**src/rtl/cpctl_pkg.sv**
```systemverilog
package cpctl_pkg;
  localparam int DATA_W   = 16;
  localparam int NCTRL    = 6;
  localparam int MASK_OFS = DATA_W / 2;

  localparam int B_REQ = 0;
  localparam int B_FRZ = 1;
  localparam int B_DBG = 2;
  localparam int B_FAK = 3;
  localparam int B_SWE = 4;
  localparam int B_IEN = 5;

  // bits that software may drive to 1 (error flag is clear-only)
  localparam logic [NCTRL-1:0] SW_SET_OK = 6'b101111;

  function automatic logic mask_hit(input logic wr, input logic [DATA_W-1:0] w, input int idx);
    return wr & w[MASK_OFS + idx];
  endfunction

  function automatic logic [DATA_W-1:0] pack_read(input logic [NCTRL-1:0] c);
    return {{(DATA_W-NCTRL){1'b0}}, c};
  endfunction
endpackage

```
**src/rtl/cpctl_bit.sv**
```systemverilog
module cpctl_bit #(
  parameter bit ALLOW_SW_SET = 1'b1
) (
  input  logic clk,
  input  logic rst_n,
  input  logic hit,
  input  logic val,
  input  logic hw_set,
  output logic q
);
  logic sw_take;
  assign sw_take = hit & (ALLOW_SW_SET | ~val);

  always_ff @(posedge clk or negedge rst_n) begin
    if (!rst_n)       q <= 1'b0;
    else if (hw_set)  q <= 1'b1;
    else if (sw_take) q <= val;
  end
endmodule

```
**src/rtl/cpctl_gate.sv**
```systemverilog
module cpctl_gate (
  input  logic dbg,
  input  logic frz_bit,
  input  logic freeze_in,
  input  logic ren,
  input  logic pending,
  input  logic busy,
  output logic run,
  output logic accept
);
  logic frz_stop;
  assign frz_stop = frz_bit & freeze_in;
  assign run      = ~(dbg | frz_stop);
  assign accept   = ren & pending & ~busy;
endmodule

```
**src/rtl/cpctl_reg.sv**
```systemverilog
module cpctl_reg
  import cpctl_pkg::*;
(
  input  logic              clk,
  input  logic              rst_n,
  input  logic              wr_en,
  input  logic [DATA_W-1:0] wdata,
  output logic [DATA_W-1:0] rdata,
  input  logic              brk_sw,
  input  logic              brk_tag,
  input  logic              sw_err_evt,
  input  logic              freeze_in,
  input  logic              req_pending,
  input  logic              core_busy,
  output logic              req_en,
  output logic              frz_halt,
  output logic              dbg_mode,
  output logic              fake_irq,
  output logic              sw_err,
  output logic              irq_en,
  output logic              core_run,
  output logic              req_accept
);
  logic [NCTRL-1:0] ctrl_q;
  logic [NCTRL-1:0] ctrl_hit;
  logic [NCTRL-1:0] ctrl_hw;
  logic             brk_any;

  assign brk_any = brk_sw | brk_tag;

  always_comb begin
    ctrl_hw        = '0;
    ctrl_hw[B_DBG] = brk_any;
    ctrl_hw[B_SWE] = sw_err_evt;
  end

  for (genvar i = 0; i < NCTRL; i++) begin : g_bit
    assign ctrl_hit[i] = mask_hit(wr_en, wdata, i);
    cpctl_bit #(.ALLOW_SW_SET(SW_SET_OK[i])) u_bit (
      .clk    (clk),
      .rst_n  (rst_n),
      .hit    (ctrl_hit[i]),
      .val    (wdata[i]),
      .hw_set (ctrl_hw[i]),
      .q      (ctrl_q[i])
    );
  end

  assign rdata    = pack_read(ctrl_q);
  assign req_en   = ctrl_q[B_REQ];
  assign frz_halt = ctrl_q[B_FRZ];
  assign dbg_mode = ctrl_q[B_DBG];
  assign fake_irq = ctrl_q[B_FAK];
  assign sw_err   = ctrl_q[B_SWE];
  assign irq_en   = ctrl_q[B_IEN];

  cpctl_gate u_gate (
    .dbg       (dbg_mode),
    .frz_bit   (frz_halt),
    .freeze_in (freeze_in),
    .ren       (req_en),
    .pending   (req_pending),
    .busy      (core_busy),
    .run       (core_run),
    .accept    (req_accept)
  );
endmodule

```
**config.mk**
```make
export PLATFORM = sky130hd
export DESIGN_NAME = cpctl_reg
export DESIGN_NICKNAME = d
export VERILOG_FILES = /design/src/rtl/cpctl_pkg.sv /design/src/rtl/cpctl_bit.sv /design/src/rtl/cpctl_gate.sv /design/src/rtl/cpctl_reg.sv
export SDC_FILE = /design/constraint.sdc
export NUM_CORES = 1
export LEC_CHECK = 0
export BUFFER_PORTS_ARGS = -buffer_cell sky130_fd_sc_hd__buf_2
export CAP_MARGIN = 0
export CELL_PAD_IN_SITES_DETAIL_PLACEMENT = 1
export CELL_PAD_IN_SITES_GLOBAL_PLACEMENT = 1
export CORE_MARGIN = 4
export CORE_UTILIZATION = 17
export CTS_CLUSTER_DIAMETER = 120
export DETAILED_ROUTE_END_ITERATION = 6
export HOLD_SLACK_MARGIN = 0.12
export PLACE_DENSITY_LB_ADDON = 0.1
export SLEW_MARGIN = 20
export SYNTH_ARGS = -nofsm -noshare
export SYNTH_HDL_FRONTEND = slang
export SYNTH_SLANG_ARGS = --single-unit
```
**constraint.sdc**
```tcl
create_clock -name clk -period 0.9 [get_ports clk]
set_input_delay 0.045 -clock clk [delete_from_list [all_inputs] [get_ports clk]]
set_output_delay 0.045 -clock clk [all_outputs]
set_load 0.005 [all_outputs]
```
==> impl_metrics.sql <==
INSERT INTO impl_metrics (metric_group, metric, value, unit) VALUES
('clocking', 'worst_skew_pair.late_latency', '240', 'ps'),
('detailed_routing', 'via_per_inst', '3.54', ''),
('hold_path', 'hold_end', 'g_bit[2].u_bit.q$_DFFE_PN0P_', ''),
('worst_setup_path', 'timing.critical_path.to_type', 'output pin', ''),
('grt', 'globalRouteTotalUtil', '7.74', '%'),
('yosys', 'syn-instance-count', '39', ''),
('run_status', 'outcome', 'complete, but fails checks', ''),
('grt', 'first_global_vias', '378', ''),
('floorplanning', 'floorplan.initialDensity', '18.7', '%'),
('detailed_routing', 'initialDrtViolationCount', '2', ''),
('power', 'pwr-share-comb', '27.9', '%'),
('power', 'p_sw_share', '26.3', '%'),
('yosys', 'netlist-cell-type-count', '11', ''),
('sta', 'setup_violations', '4', ''),
('worst_setup_path', 'slowest_stage', 'sky130_fd_sc_hd__dfrtp_1', ''),
('grt', 'antenna_violations_before_repair', '0', ''),
('placed_design', 'dp_hpwl', '882', 'µm'),
('yosys', 'postSynthAreaPerCell', '9.82', 'µm²'),
('placed_design', 'io_buffer_count', '34', ''),
('floorplanning', 'num_ports', '49', ''),
('clocking', 'cts_tree', 'done', ''),
('floorplanning', 'die-area', '3080', 'µm²'),
('cells_and_area', 'top_regs', 'g_bit.u_bit.q: 6 flops', ''),
('sta', 'skew', '0', 'ps'),
('placed_design', 'place.detailed.instances', '95', ''),
('clocking', 'numClockSinks', '6', ''),
('grt', 'grt_first_pass_wirelength', '1840', 'µm'),
('hold_path', 'hold_path_startpoint', 'brk_sw', ''),
('worst_setup_path', 'required', '850', 'ps'),
('worst_setup_path', 'timing.reg2reg.setup_slack', '-80', 'ps'),
('power', 'switching_power', '211', 'µW'),
('detailed_routing', 'drt-pass1-iter-count', '3', ''),
('placed_design', 'routabilityCongestion', '0.720', ''),
('sta', 'final_critical_path_setup_slack', '-81.7', 'ps'),
('clocking', 'path_clk_slew', '40', 'ps'),
('hold_path', 'min_path_cells', '2', ''),
('cells_and_area', 'largest_reg_flops', '6', ''),
('hold_path', 'worst_min_delay_path_category', 'in -> reg', ''),
('worst_setup_path', 'crit_chain', 'buf_6 -> a21oi_2 -> buf_2', ''),
('sta', 'fmax', '1.02', 'GHz'),
('sta', 'maxSlewViolCount', '0', ''),
('cells_and_area', 'regMostFlops', 'g_bit.u_bit.q', ''),
('floorplanning', 'die_w', '55.5', 'µm'),
('power', 'p_int', '592', 'µW'),
('clocking', 'number_of_buffers_on_the_longest_clock_path', '2', ''),
('power', 'leakagePower', '0.350', 'nW'),
('sta', 'rsz0062_at_grt', 'yes', ''),
('power', 'total_power', '803', 'µW'),
('cells_and_area', 'syn2layout_area_growth', '68.0', '%'),
('power', 'ir_drop', '0.000552', 'V'),
('cells_and_area', 'layout.cells.most_common_list', '34 x sky130_fd_sc_hd__buf_2, 10 x sky130_fd_sc_hd__conb_1, 7 x sky130_fd_sc_hd__dlygate4sd3_1, 6 x sky130_fd_sc_hd__nand2_1, 6 x sky130_fd_sc_hd__dfrtp_1', ''),
('detailed_routing', 'drcViolationCount', '0', ''),
('clocking', 'clock_tree.htree_level_count', '1', ''),
('run_status', 'failed_checks', 'negative setup slack', ''),
('clocking', 'postCtsHoldBufs', '8', ''),
('worst_setup_path', 'cpPeakStageDelay', '380', 'ps'),
('grt', 'grt.overflow.total', '0', ''),
('clocking', 'number_of_buffers_added_by_the_clock_tree_synthesis_step', '3', ''),
('job', 'maxCapViolations', '0', ''),
('yosys', 'post_synth_instance_area', '383', 'µm²'),
('detailed_routing', 'drtAntennaViolNets', '0', ''),
('grt', 'grt_max_degree', '7', ''),
('worst_setup_path', 'critical_path.max_fanout', '3', ''),
('worst_setup_path', 'path_class', 'reg -> out', ''),
('detailed_routing', 'wl_per_cell', '10.6', 'µm'),
('power', 'power_density', '1250', 'nW/µm²'),
('worst_setup_path', 'timing.critical_path.arrival', '940', 'ps'),
('sta', 'count_of_endpoints_failing_hold_in_the_final_timing_report', '0', ''),
('yosys', 'synth-warning-count', '0', ''),
('cells_and_area', 'layout_commonest_cell', 'sky130_fd_sc_hd__buf_2', ''),
('worst_setup_path', 'timing.rr.end', 'g_bit[2].u_bit.q$_DFFE_PN0P_', '');
[area by class of cell]
class                           instances  area, µm²
Clock buffer                            3       22.5
Multi-Input combinational cell         26        150
Fill cell                             257       1400
Timing Repair Buffer                   46        287
Tap cell                               27       33.8
Sequential cell                         6        150
[per-layer routing]
metal	track usage [%]	share of wire, %	vias to the layer above
li1	-	-	185
met1	9.64	43	163
met2	10.3	41	34
met3	3.73	16	0
met4	5.21	0	0
met5	0	0	-
[critical path: cells and delay by family (launching register included)]
kind	cells	cell delay [ps]
flip-flops	1	380
buffers and inverters	2	240
AO/OA/AOI/OAI	1	80
[metrics by stage]
stage	util (%)	instance area, µm²
final	31.5	643
after global routing	31.5	643
after CTS	30.6	626
after detailed placement	25.2	515
after global placement	25.2	515
after floorplan	-	417
[power groups by stage]
stage | logic [mW] | registers, mW | clock network (mW)
2_1_floorplan | 0.129 | 0.331 | 0
3_3_place_gp | 0.185 | 0.330 | 0
3_5_place_dp | 0.185 | 0.330 | 0
4_1_cts | 0.213 | 0.329 | 0.264
5_1_grt | 0.251 | 0.333 | 0.286
6_report | 0.224 | 0.328 | 0.252
[cells in the mapped netlist, drive strengths merged]
cell type  number  area [µm²]
mux2            4        45.0
nand3b          1        7.51
nor2            1        3.75
a2111o          1        11.3
buf            16         120
and3            1        6.26
nand2           6        22.5
a21o            1        7.51
dfrtp           6         150
conb            1        3.75
a21oi           1        5.00
[cell families after synthesis]
family / after synthesis / synth area share (%)
AO/OA/AOI/OAI: 3 / 6.21
buffers and inverters: 16 / 31.4
flip-flops: 6 / 39.2
multiplexers: 4 / 11.8
other: 1 / 0.979
AND/OR/NAND/NOR: 9 / 10.5
[worst max-delay path by stage]
stage | from | end | slack (ps) | cells after the start
finish | g_bit[2].u_bit.q$_DFFE_PN0P_ | core_run | -80 | 3
global route | g_bit[2].u_bit.q$_DFFE_PN0P_ | core_run | -150 | 3
CTS | g_bit[2].u_bit.q$_DFFE_PN0P_ | core_run | -110 | 3
detailed placement | g_bit[2].u_bit.q$_DFFE_PN0P_ | g_bit[2].u_bit.q$_DFFE_PN0P_ | 50 | 1
global placement | g_bit[2].u_bit.q$_DFFE_PN0P_ | g_bit[2].u_bit.q$_DFFE_PN0P_ | 60 | 1
floorplan | g_bit[2].u_bit.q$_DFFE_PN0P_ | g_bit[2].u_bit.q$_DFFE_PN0P_ | 30 | 1
[repair_timing]
item | 4_1_cts | 5_1_grt
resized for setup | 2 | 1
pin swaps | 1 | 1
buffers inserted | 0 | 2
endpoints found under the hold margin | 12 | 1
endpoints found under the setup margin | 4 | 6
No activity file was read; power rests on OpenSTA's default activity.
